`config.mk`:
```
export PLATFORM = sky130hd
export DESIGN_NAME = burst_bus_seq
export DESIGN_NICKNAME = d
export VERILOG_FILES = /design/src/rtl/burst_bus_seq_pkg.sv /design/src/rtl/burst_bus_seq_ctrl.sv /design/src/rtl/burst_bus_seq_dpath.sv /design/src/rtl/burst_bus_seq.sv
export SDC_FILE = /design/constraint.sdc
export NUM_CORES = 1
export LEC_CHECK = 0
export ABC_CLOCK_PERIOD_IN_PS = 3800
export CAP_MARGIN = 40
export CORE_MARGIN = 1
export CORE_UTILIZATION = 40
export CTS_CLUSTER_DIAMETER = 60
export DETAILED_ROUTE_END_ITERATION = 12
export PLACE_DENSITY = 0.83
export SLEW_MARGIN = 20
export SYNTH_ARGS = -nofsm -noshare
export SYNTH_HDL_FRONTEND = slang
export SYNTH_SLANG_ARGS = --single-unit
```
`constraint.sdc`:
```
create_clock -name clk -period 3.8 [get_ports clk]
set_input_delay 0.76 -clock clk [delete_from_list [all_inputs] [get_ports clk]]
set_output_delay 0.76 -clock clk [all_outputs]
set_load 0.01 [all_outputs]
```
`src/rtl/burst_bus_seq_pkg.sv`:
```
package burst_bus_seq_pkg;

  typedef enum logic [1:0] {
    MODE_LONG       = 2'd0,
    MODE_LINE_BURST = 2'd1,
    MODE_LINE_INH   = 2'd2,
    MODE_PORT8      = 2'd3
  } xferMode_e;

  typedef enum logic [1:0] {
    PH_IDLE = 2'd0,
    PH_LEAD = 2'd1,
    PH_TERM = 2'd2
  } phase_e;

  localparam logic [1:0] SZ_LONG = 2'b00;
  localparam logic [1:0] SZ_LINE = 2'b11;

  typedef struct packed {
    logic load;     // request accepted this clock
    logic beatEnd;  // current beat terminates this clock
    logic lastEnd;  // final beat terminates this clock
  } seqStrobe_t;

endpackage

```
`src/rtl/burst_bus_seq_ctrl.sv`:
```
module burst_bus_seq_ctrl
  import burst_bus_seq_pkg::*;
#(
  parameter int WS_W       = 4,
  parameter int BASE_FIRST = 3,
  parameter int BASE_NEXT  = 2
) (
  input  logic            clk,
  input  logic            rstN,
  input  logic            reqValid,
  input  logic            reqWrite,
  input  logic            reqLine,
  input  logic            reqBurst,
  input  logic            reqPort8,
  input  logic            extTerm,
  input  logic [WS_W-1:0] waitStates,
  input  logic            ackIn,
  input  logic            lastBeat,
  output seqStrobe_t      strobe,
  output xferMode_e       mode,
  output logic            isWrite,
  output logic            busy,
  output logic            tsOut,
  output logic            doneOut
);

  localparam int LW = (BASE_FIRST > 2) ? $clog2(BASE_FIRST) : 1;
  localparam logic [LW-1:0] LEAD_FIRST = LW'(BASE_FIRST - 2);
  localparam logic [LW-1:0] LEAD_NEXT  = LW'(BASE_NEXT - 2);

  phase_e          phase;
  logic [LW-1:0]   leadCnt;
  logic [WS_W-1:0] waitCnt;
  logic [WS_W-1:0] wsReg;
  logic            extReg;
  logic            tsReg;
  logic            doneReg;
  xferMode_e       modeReg;
  xferMode_e       reqMode;
  logic            accept;
  logic            termNow;

  always_comb begin
    if (reqLine)                   reqMode = reqBurst ? MODE_LINE_BURST : MODE_LINE_INH;
    else if (reqPort8 && !reqWrite) reqMode = MODE_PORT8;
    else                           reqMode = MODE_LONG;
  end

  assign accept  = reqValid && (phase == PH_IDLE);
  assign termNow = (phase == PH_TERM) && (extReg ? ackIn : (waitCnt == wsReg));

  assign strobe.load    = accept;
  assign strobe.beatEnd = termNow;
  assign strobe.lastEnd = termNow && lastBeat;

  always_ff @(posedge clk) begin
    if (!rstN) begin
      phase   <= PH_IDLE;
      leadCnt <= '0;
      waitCnt <= '0;
      wsReg   <= '0;
      extReg  <= 1'b0;
      tsReg   <= 1'b0;
      doneReg <= 1'b0;
      modeReg <= MODE_LONG;
      isWrite <= 1'b0;
    end else begin
      tsReg   <= 1'b0;
      doneReg <= 1'b0;
      case (phase)
        PH_IDLE: begin
          if (reqValid) begin
            phase   <= PH_LEAD;
            leadCnt <= LEAD_FIRST;
            modeReg <= reqMode;
            isWrite <= reqWrite;
            wsReg   <= waitStates;
            extReg  <= extTerm;
            tsReg   <= 1'b1;
          end
        end
        PH_LEAD: begin
          if (leadCnt == '0) begin
            phase   <= PH_TERM;
            waitCnt <= '0;
          end else begin
            leadCnt <= leadCnt - 1'b1;
          end
        end
        PH_TERM: begin
          if (termNow) begin
            if (lastBeat) begin
              phase   <= PH_IDLE;
              doneReg <= 1'b1;
            end else begin
              phase   <= PH_LEAD;
              leadCnt <= LEAD_NEXT;
              tsReg   <= (modeReg == MODE_LINE_INH);
            end
          end else begin
            waitCnt <= waitCnt + 1'b1;
          end
        end
        default: phase <= PH_IDLE;
      endcase
    end
  end

  assign mode    = modeReg;
  assign busy    = (phase != PH_IDLE);
  assign tsOut   = tsReg;
  assign doneOut = doneReg;

endmodule

```
`src/rtl/burst_bus_seq_dpath.sv`:
```
module burst_bus_seq_dpath
  import burst_bus_seq_pkg::*;
#(
  parameter int ADDR_W = 32,
  parameter int DATA_W = 32,
  parameter int BEATS  = 4
) (
  input  logic              clk,
  input  logic              rstN,
  input  seqStrobe_t        strobe,
  input  xferMode_e         mode,
  input  logic              isWrite,
  input  logic [ADDR_W-1:0] reqAddr,
  input  logic [DATA_W-1:0] busDataIn,
  output logic              lastBeat,
  output logic [ADDR_W-1:0] busAddr,
  output logic [1:0]        busSize,
  output logic              rdValid,
  output logic [DATA_W-1:0] rdData
);

  localparam int BEAT_W = $clog2(BEATS);
  localparam int LANE_W = DATA_W / BEATS;
  localparam logic [BEAT_W-1:0] LAST_IDX = BEAT_W'(BEATS - 1);

  logic [ADDR_W-1:0] baseAddr;
  logic [BEAT_W-1:0] beatCnt;

  assign lastBeat = (mode == MODE_LONG) || (beatCnt == LAST_IDX);

  always_comb begin
    case (mode)
      MODE_LINE_BURST, MODE_LINE_INH:
        busAddr = {baseAddr[ADDR_W-1:BEAT_W+2], beatCnt, 2'b00};
      MODE_PORT8:
        busAddr = {baseAddr[ADDR_W-1:BEAT_W], beatCnt};
      default:
        busAddr = {baseAddr[ADDR_W-1:2], 2'b00};
    endcase
  end

  assign busSize = (mode == MODE_LINE_BURST) ? SZ_LINE : SZ_LONG;

  always_ff @(posedge clk) begin
    if (!rstN) begin
      baseAddr <= '0;
      beatCnt  <= '0;
      rdValid  <= 1'b0;
      rdData   <= '0;
    end else begin
      rdValid <= strobe.beatEnd && !isWrite && ((mode != MODE_PORT8) || lastBeat);
      if (strobe.load) begin
        baseAddr <= reqAddr;
        beatCnt  <= '0;
      end else if (strobe.beatEnd) begin
        beatCnt <= strobe.lastEnd ? '0 : beatCnt + 1'b1;
      end
      if (strobe.beatEnd && !isWrite) begin
        if (mode == MODE_PORT8)
          rdData <= {rdData[DATA_W-LANE_W-1:0], busDataIn[DATA_W-1 -: LANE_W]};
        else
          rdData <= busDataIn;
      end
    end
  end

endmodule

```
`src/rtl/burst_bus_seq.sv`:
```
module burst_bus_seq
  import burst_bus_seq_pkg::*;
#(
  parameter int ADDR_W = 32,
  parameter int DATA_W = 32,
  parameter int WS_W   = 4
) (
  input  logic              clk,
  input  logic              rstN,
  input  logic              reqValid,
  input  logic [ADDR_W-1:0] reqAddr,
  input  logic              reqWrite,
  input  logic              reqLine,
  input  logic              reqBurst,
  input  logic              reqPort8,
  input  logic              extTerm,
  input  logic [WS_W-1:0]   waitStates,
  input  logic              ackIn,
  input  logic [DATA_W-1:0] busDataIn,
  output logic              reqReady,
  output logic [ADDR_W-1:0] busAddr,
  output logic              busRnw,
  output logic [1:0]        busSize,
  output logic              busTs,
  output logic              busTip,
  output logic              busAs,
  output logic              busOe,
  output logic              busBwe,
  output logic              rdValid,
  output logic [DATA_W-1:0] rdData,
  output logic              done
);

  seqStrobe_t strobe;
  xferMode_e  mode;
  logic       isWrite;
  logic       busy;
  logic       lastBeat;

  burst_bus_seq_ctrl #(
    .WS_W(WS_W), .BASE_FIRST(3), .BASE_NEXT(2)
  ) u_ctrl (
    .clk(clk), .rstN(rstN), .reqValid(reqValid), .reqWrite(reqWrite),
    .reqLine(reqLine), .reqBurst(reqBurst), .reqPort8(reqPort8),
    .extTerm(extTerm), .waitStates(waitStates), .ackIn(ackIn),
    .lastBeat(lastBeat), .strobe(strobe), .mode(mode), .isWrite(isWrite),
    .busy(busy), .tsOut(busTs), .doneOut(done)
  );

  burst_bus_seq_dpath #(
    .ADDR_W(ADDR_W), .DATA_W(DATA_W), .BEATS(4)
  ) u_dpath (
    .clk(clk), .rstN(rstN), .strobe(strobe), .mode(mode), .isWrite(isWrite),
    .reqAddr(reqAddr), .busDataIn(busDataIn), .lastBeat(lastBeat),
    .busAddr(busAddr), .busSize(busSize), .rdValid(rdValid), .rdData(rdData)
  );

  assign reqReady = !busy;
  assign busTip   = busy;
  assign busAs    = busy;
  assign busOe    = busy && !isWrite;
  assign busBwe   = busy && isWrite;
  assign busRnw   = !(busy && isWrite);

endmodule

```
# Word-level counts from Yosys, hierarchy flattened
# Cells that the tools add are included.
# totals
wordCells	83
out_inout_bits	75
regBits	85
inputBits	77
# classes
muxes	25
n_reduce_logical	27
bitwise	1
add_sub_neg	3
n_eq_ne	14
# op_table
cell	count
$mux W32	1
$mux W2	11
$pmux W4 S2	2
$pmux W2 S3	2
$ne A2 B2 Y1 const B	5
$reduce_and A3 Y1	3
$eq A2 B2 Y1 const B	4
$logic_and A1 B1 Y1	8
$mux W4	2
$logic_not A2 Y1	3
$mux W1	6
$reduce_and A5 Y1	1
$add A4 B1 Y4 const B	1
$eq A2 B1 Y1 const B	2
$eq A4 B4 Y1	1
$logic_not A1 Y1	4
$ne A2 B1 Y1 const B	2
$reduce_bool A2 Y1	2
$reduce_or A2 Y1	2
$reduce_bool A3 Y1	1
$add A2 B1 Y2 const B	1
$logic_or A1 B1 Y1	2
$pmux W1 S2	1
$reduce_and A2 Y1	1
other kinds (2)	2

# Depth between registers and ports, before layout
# Gate-level depths: netlist of run 1.
# depth
ltp_word	5
ltp_mapped	9

# Modules after synthesis
# Synthesis of run 1 repeated with hierarchy kept, for this count alone.
# unflattened
cells_unflattened	426
area_unflattened_um2	4052.6
# by_module_without_submodules
module	cells_each	area_per_inst_um2	seq_area_each_um2	n_inst
burst_bus_seq_dpath	297	3045.4	1301.2	1
burst_bus_seq_ctrl	124	979.7	360.3	1
burst_bus_seq	5	27.5	0.0	1

# Worst setup path after synthesis of run 1
# OpenSTA, ideal clock, no wires.
# synth_timing
kind	register -> output
startpoint	reg u_ctrl.modeReg[0], in the netlist u_ctrl.mode[0]
endpoint	out busAddr[0]
path_stages_with_launch	5
path_buffers	2
arrival_ps	1307
path_slack_ps	1733
path_cell_list	dfxtp_1 > ha_1 > buf_2 > buf_1 > and2_1
# synth_between
elab_chain_cells	3
elab_cells_between_ends	5
classes_between	eq/ne: 3; mux: 1; reduce/logical: 1
# synth_rtl
element	line	text
start, declared	burst_bus_seq_ctrl.sv:38	xferMode_e modeReg;
start signal, assigned	burst_bus_seq_ctrl.sv:75	modeReg <= reqMode;
$eq A2 B2 Y1 or $eq A2 B1 Y1 (tied branches)	burst_bus_seq_dpath.sv:32	case (mode)
$reduce_or A2 Y1	burst_bus_seq_dpath.sv:32	
$pmux W4 S2 *	burst_bus_seq_dpath.sv:32	
end, declared	burst_bus_seq.sv:21	output logic [ADDR_W-1:0] busAddr,
# Mark *: on every way between the ends. The rest lies on a longest branch, timed or not.

# Worst setup path in the final report of run 1
# Ends and elaborated chain as after synthesis.

==> results.py, run 1 <==
metrics = {
    "worst_setup_path": {
        "required_ns": 3.04,
        "slowest_delay_ns": 0.56,
        "critPathArrivalTime_ns": 2.18,
        "path_cells": "ha_2 -> buf_4 -> and2_1 -> clkdlybuf4s50_1",
        "crit_slowest_cell": "clkdlybuf4s50_1",
        "path_class": "register to primary output",
        "cpLargestDelayFamily": "buffers and inverters",
        "reg2reg_from": "u_ctrl.phase[0]",
        "cp-end-kind": "primary output",
        "rr_worst_depth": 8,
        "worst_setup_path_start_kind": "register",
        "r2r_end": "u_dpath.rdData[27]",
        "critPathMaxFanout": 35,
        "r2r_setup_slack_ns": 1.51,
        "cp_num_buf_inv": 2,
    },
    "routing": {
        "drc": 0,
        "viasPerCell": 4.87,
        "wl_met2_um": 4680,
        "wl_met3_um": 641,
        "route.layer.met1.wl_um": 3990,
        "highest_layer": "met4",
        "antenna_left": 0,
        "drt_pass1_iterations": 5,
        "detail_route.wl_per_cell_um": 13.7,
        "drt_iter0_drc": 107,
        "wl_um": 9450,
        "vias": 3353,
    },
    "yosys": {
        "avgSynthCellArea_um2": 9.04,
        "async_flop_share": 0,
        "yosys_register_bits": 83,
        "synth_cell_types": 36,
        "syn_inst": 443,
        "synth-edff-count": 0,
        "ys.warnings.count": 0,
        "yosysSeqAreaShare": 0.415,
        "synth_ff_type": "dfxtp_1",
        "netlist_area_um2": 4000,
        "syn-num-nets": 531,
    },
    "timing": {
        "tightest_slew_ns": 0.625,
        "finalSetupTns_ns": 0,
        "hold_violations": 0,
        "finClkSkew_ns": 0.00676,
        "fmax_mhz": 340,
        "fin_ws_ns": 0.860,
        "slew-limit-headroom": 0.584,
        "rsz0062_at_grt": "no",
        "finalSetupViolCount": 0,
        "fin_crit_ns": 2.94,
        "min_period_over_period": 0.774,
        "drv_slew": 0,
    },
    "floorplan": {
        "coreArea_um2": 9730,
        "die_h_um": 102,
        "dieArea_um2": 10400,
        "row_count": 36,
        "start_util": 0.412,
        "ios": 152,
        "die_w_um": 102,
    },
    "global_routing": {
        "grt_pass1_vias": 3133,
        "grt_max_degree": 66,
        "grt_usage": 0.179,
        "antenna_found_initial": 0,
        "grt_pass1_wl_um": 14600,
        "overflow": 0,
    },
    "cts": {
        "postCtsHoldBufs": 0,
        "cts.clk_slew.worst_paths_ns": 0.09,
        "post_cts_buffers": 0,
        "cts_sinks": 83,
        "numCtsBuffers": 9,
        "clock_latency_ns": 0.35,
        "clock_path_buffers": 2,
        "post_cts_resized": 0,
        "cts_max_level": 3,
        "root_buffer": "clkbuf_8",
        "cts_tree": "built",
    },
    "hold_path": {
        "whs_path_depth": 2,
        "holdPathEnd": "u_dpath.baseAddr[10]",
        "hold_path.class": "register to register",
        "hp-start": "u_dpath.baseAddr[10]",
    },
    "power": {
        "vdd_drop_max_uv": 239,
        "cellPowerDensity_nw_per_um2": 558,
        "power.total_uw": 3110,
        "p_leak_uw": 0.00239,
    },
    "layout": {
        "antenna_cells": 0,
        "drive_above_1_share": 0.0540,
        "nets": 639,
        "mostFrequentLayoutCells": "148 x clkdlybuf4s50_1, 114 x nand2_1, 83 x dfxtp_1",
        "layout_commonest_cell": "clkdlybuf4s50_1",
        "syn_to_final_growth_pct": 38.9,
        "final_area_um2": 5560,
    },
    "job": {
        "cap_violations": 0,
    },
    "place": {
        "place_area_um2": 5350,
        "hpwl_um": 6890,
        "place.gp.congestion": 0.764,
        "place_ws_ns": 1.11,
        "portBuffers": 149,
    },
    "run_status": {
        "status": "finished, final reports clean",
    },
}
[synthesized netlist by cell type, types with 4 or more instances]
cell type | count | area [µm²]
nor2_1 | 6 | 22.5
a21oi_1 | 4 | 20.0
buf_4 | 34 | 255
mux2i_1 | 34 | 340
a21boi_0 | 38 | 285
xnor2_1 | 4 | 35.0
nand2_1 | 114 | 428
o21ai_0 | 7 | 35.0
inv_1 | 9 | 33.8
dfxtp_1 | 83 | 1660
clkbuf_1 | 17 | 63.8
ha_1 | 11 | 138
o211a_1 | 33 | 330
nand2b_1 | 5 | 31.3
[tightest hold or removal path, cell delays in order (launching register included)]
cell and delay [ns]:
dfxtp_1 0.31, nand2_1 0.05, a21boi_0 0.06
[how the worst max path moves through the flow]
stage,startpoint,end,slack (ns),depth (start not counted)
floorplan,u_ctrl.mode[0],busAddr[0],1.73,4
global placement,ackIn,u_dpath.rdData[7],1.18,7
detailed placement,ackIn,u_dpath.rdData[27],1.11,7
CTS,u_ctrl.mode[0],busAddr[0],0.82,4
global route,u_ctrl.mode[0],busAddr[1],0.76,4
finish,u_ctrl.mode[0],busAddr[0],0.86,4
[final cells by class]
type                            count  area (µm²)
Fill cell                         869        4170
Multi-Input combinational cell    292        1950
Sequential cell                    83        1660
Timing Repair Buffer              155        1530
Tap cell                          133         166
Clock buffer                       10         128
Clock inverter                      6        87.6
Inverter                           10        37.5
[power breakdown]
part	internal [µW]	switching, µW
Sequential	1050	124
Combinational	641	596
Clock	373	318
Total	2070	1040
[registers in the layout, summed over array words and instances (netlist names)]
| signal | flops |
|---|---|
| u_dpath.rdData | 32 |
| u_dpath.baseAddr | 30 |
| u_ctrl.waitCnt | 4 |
| u_ctrl.wsReg | 4 |
| u_ctrl.leadCnt | 2 |
| u_ctrl.mode | 2 |
| u_ctrl.phase | 2 |
| u_dpath.beatCnt | 2 |
| u_ctrl.doneOut | 1 |
| u_ctrl.extReg | 1 |
| u_ctrl.isWrite | 1 |
| u_ctrl.tsOut | 1 |
| u_dpath.rdValid | 1 |
[kinds of logic after synthesis]
logic type                 count (synthesis)  share of synthesized area
muxes                                     35                     0.0878
buffers and inverters                     68                      0.100
xor gates and xnor gates                   4                    0.00875
DFF                                       83                      0.415
and+or+nand+nor                          145                      0.153
AOI/OAI and AO/OA                         97                      0.201
adders and majority gates                 11                     0.0344
[per-stage QoR]
| stage | util | cells | hold WS, ns |
|---|---|---|---|
| 3_5_place_dp | 0.550 | 673 | 0.457 |
| 2_1_floorplan | - | 443 | 0.435 |
| 3_3_place_gp | 0.550 | 673 | 0.444 |
| 5_1_grt | 0.572 | 689 | 0.479 |
| 4_1_cts | 0.572 | 689 | 0.468 |
| 6_report | 0.572 | 689 | 0.468 |
[routing by layer]
layer,global-route usage,vias to the layer above
li1,-,1701
met1,0.205,1533
met2,0.314,110
met3,0.0588,9
met4,0.0604,0
met5,0,-
Power figures use the tool's default switching activity.
==> inputs of run 2 (changes only) <==
--- a/config.mk
+++ b/config.mk
@@ -5,13 +5,13 @@
 export SDC_FILE = /design/constraint.sdc
 export NUM_CORES = 1
 export LEC_CHECK = 0
-export ABC_CLOCK_PERIOD_IN_PS = 3800
+export ABC_CLOCK_PERIOD_IN_PS = 2690
 export CAP_MARGIN = 40
 export CORE_MARGIN = 1
 export CORE_UTILIZATION = 40
 export CTS_CLUSTER_DIAMETER = 60
 export DETAILED_ROUTE_END_ITERATION = 12
-export PLACE_DENSITY = 0.83
+export PLACE_DENSITY = 0.86
 export SLEW_MARGIN = 20
 export SYNTH_ARGS = -nofsm -noshare
 export SYNTH_HDL_FRONTEND = slang
==> constraint.sdc (replaced) <==
create_clock -name clk -period 2.69 [get_ports clk]
set_input_delay 0.538 -clock clk [delete_from_list [all_inputs] [get_ports clk]]
set_output_delay 0.538 -clock clk [all_outputs]
set_load 0.01 [all_outputs]
==> results.py, run 2 (same netlist as run 1, synthesis figures left out) <==
metrics = {
    "place": {
        "place_ws_ns": 0.480,
        "place.gp.congestion": 0.799,
        "hpwl_um": 7300,
        "portBuffers": 149,
    },
    "worst_setup_path": {
        "worst_setup_path_start_kind": "register",
        "slowest_delay_ns": 0.50,
        "critPathMaxFanout": 4,
        "critPathArrivalTime_ns": 2.04,
        "reg2reg_from": "u_ctrl.phase[0]",
        "required_ns": 2.15,
        "r2r_end": "u_dpath.rdData[6]",
        "r2r_setup_slack_ns": 0.63,
        "cp-end-kind": "primary output",
        "rr_worst_depth": 8,
        "crit_slowest_cell": "clkdlybuf4s50_1",
        "crit_path_start": "u_ctrl.mode[1]",
        "path_class": "register to primary output",
        "path_cells": "inv_1 -> ha_1 -> or2_2 -> a22o_1 -> clkdlybuf4s50_1",
        "endpoint": "busAddr[3]",
    },
    "routing": {
        "viasPerCell": 4.94,
        "vias": 3416,
        "detail_route.wl_per_cell_um": 14.4,
        "drt_pass1_iterations": 5,
        "drc": 0,
        "drt_iter0_drc": 103,
        "wl_um": 9920,
        "antenna_left": 0,
    },
    "floorplan": {
        "start_util": 0.412,
        "dieArea_um2": 10400,
        "die_w_um": 102,
        "ios": 152,
        "row_count": 36,
        "die_h_um": 102,
        "coreArea_um2": 9730,
    },
    "timing": {
        "rsz0062_at_grt": "no",
        "drv_slew": 0,
        "hold_violations": 0,
        "fin_crit_ns": 2.58,
        "finClkSkew_ns": 0.00974,
        "whs_ns": 0.464,
        "slew-limit-headroom": 0.652,
        "finalSetupViolCount": 0,
        "min_period_over_period": 0.960,
        "fin_ws_ns": 0.108,
        "tightest_slew_ns": 0.522,
        "fmax_mhz": 387,
        "finalSetupTns_ns": 0,
    },
    "cts": {
        "cts_sinks": 83,
        "clock_latency_ns": 0.35,
        "postCtsHoldBufs": 0,
        "post_cts_buffers": 0,
        "root_buffer": "clkbuf_8",
        "post_cts_resized": 0,
        "cts.clk_slew.worst_paths_ns": 0.08,
        "numCtsBuffers": 9,
        "cts_tree": "built",
        "clock_path_buffers": 2,
        "cts_max_level": 3,
    },
    "layout": {
        "layout_commonest_cell": "clkdlybuf4s50_1",
        "top_register": "u_dpath.rdData",
        "fill_cells": 872,
        "largestRegisters": "u_dpath.rdData: 32 flops, u_dpath.baseAddr: 30 flops",
        "drive_above_1_share": 0.0591,
        "largest_reg_flops": 32,
        "syn_to_final_growth_pct": 39.6,
        "antenna_cells": 0,
        "nets": 641,
        "mostFrequentLayoutCells": "148 x clkdlybuf4s50_1, 114 x nand2_1, 83 x dfxtp_1",
        "final_util": 0.574,
    },
    "power": {
        "vdd_drop_max_uv": 421,
        "p_leak_uw": 0.00239,
        "cellPowerDensity_nw_per_um2": 787,
    },
    "job": {
        "cap_violations": 0,
    },
    "global_routing": {
        "grt_pass1_vias": 3218,
        "grt_pass1_wl_um": 15500,
        "grt_max_degree": 66,
        "overflow": 0,
        "antenna_found_initial": 0,
        "grt_usage": 0.191,
    },
    "hold_path": {
        "hold_path.class": "register to register",
    },
    "run_status": {
        "status": "finished, final reports clean",
    },
}
[run 2: cell types whose count changed in the layout (fill, tap and decap cells not counted)]
cell        before  now
buf_4            6    7
bufinv_16        2    1
clkinvlp_4       0    3
clkinv_2         2    0
buf_12           0    1
clkbuf_8         9   11
inv_6            2    0
clkinv_4         0    1
clkbuf_1         1    0
[run 2: area by class of cell]
cell class / instances / area, µm² / share of cell area
clock buffers: 11 / 151 / 0.0271
clock inverters: 5 / 61.3 / 0.0110
inverters: 10 / 37.5 / 0.00672
multi-input cells: 292 / 1950 / 0.349
flip-flops and latches: 83 / 1660 / 0.297
well taps: 133 / 166 / 0.0298
repair buffers: 157 / 1560 / 0.279
[run 2: how the worst min path moves through the flow]
stage                               from                   end  slack (ns)  cells past startpoint
CTS                 u_dpath.baseAddr[30]  u_dpath.baseAddr[30]        0.47                      2
detailed placement  u_dpath.baseAddr[30]  u_dpath.baseAddr[30]        0.46                      2
floorplan              u_ctrl.leadCnt[1]     u_ctrl.leadCnt[1]        0.43                      2
finish              u_dpath.baseAddr[30]  u_dpath.baseAddr[30]        0.46                      2
global placement       u_ctrl.leadCnt[1]     u_ctrl.leadCnt[1]        0.44                      2
global route        u_dpath.baseAddr[30]  u_dpath.baseAddr[30]        0.48                      2
[run 2: critical path, delay by kind of cell, from the launching register on]
kind                     cells  cell delay [ns]
AO/OA/AOI/OAI                1             0.19
buffers and inverters        2             0.59
adder cells (fa/ha/maj)      1             0.22
flip-flops                   1             0.41
AND/OR/NAND/NOR              1             0.29
[run 2: metal layers]
metal / share of wire / vias to the layer above / GRT usage
met3: 0.058 / 13 / 0.0499
met5: 0 / - / 0
met2: 0.50 / 95 / 0.320
met4: 0.017 / 0 / 0.0736
met1: 0.43 / 1607 / 0.233
li1: - / 1701 / -
[run 2: stage by stage]
stage               cells  total power (µW)  area [µm²]
floorplan             443              2750        4000
global placement      675              3410        5380
detailed placement    675              3480        5380
CTS                   691              4440        5590
global route          691              4670        5590
finish                691              4400        5590
[run 2: report_power, final]
group          total [µW]  internal, µW  switching (µW)
Combinational        1780           922             860
Sequential           1670          1490             183
Clock                 944           481             463
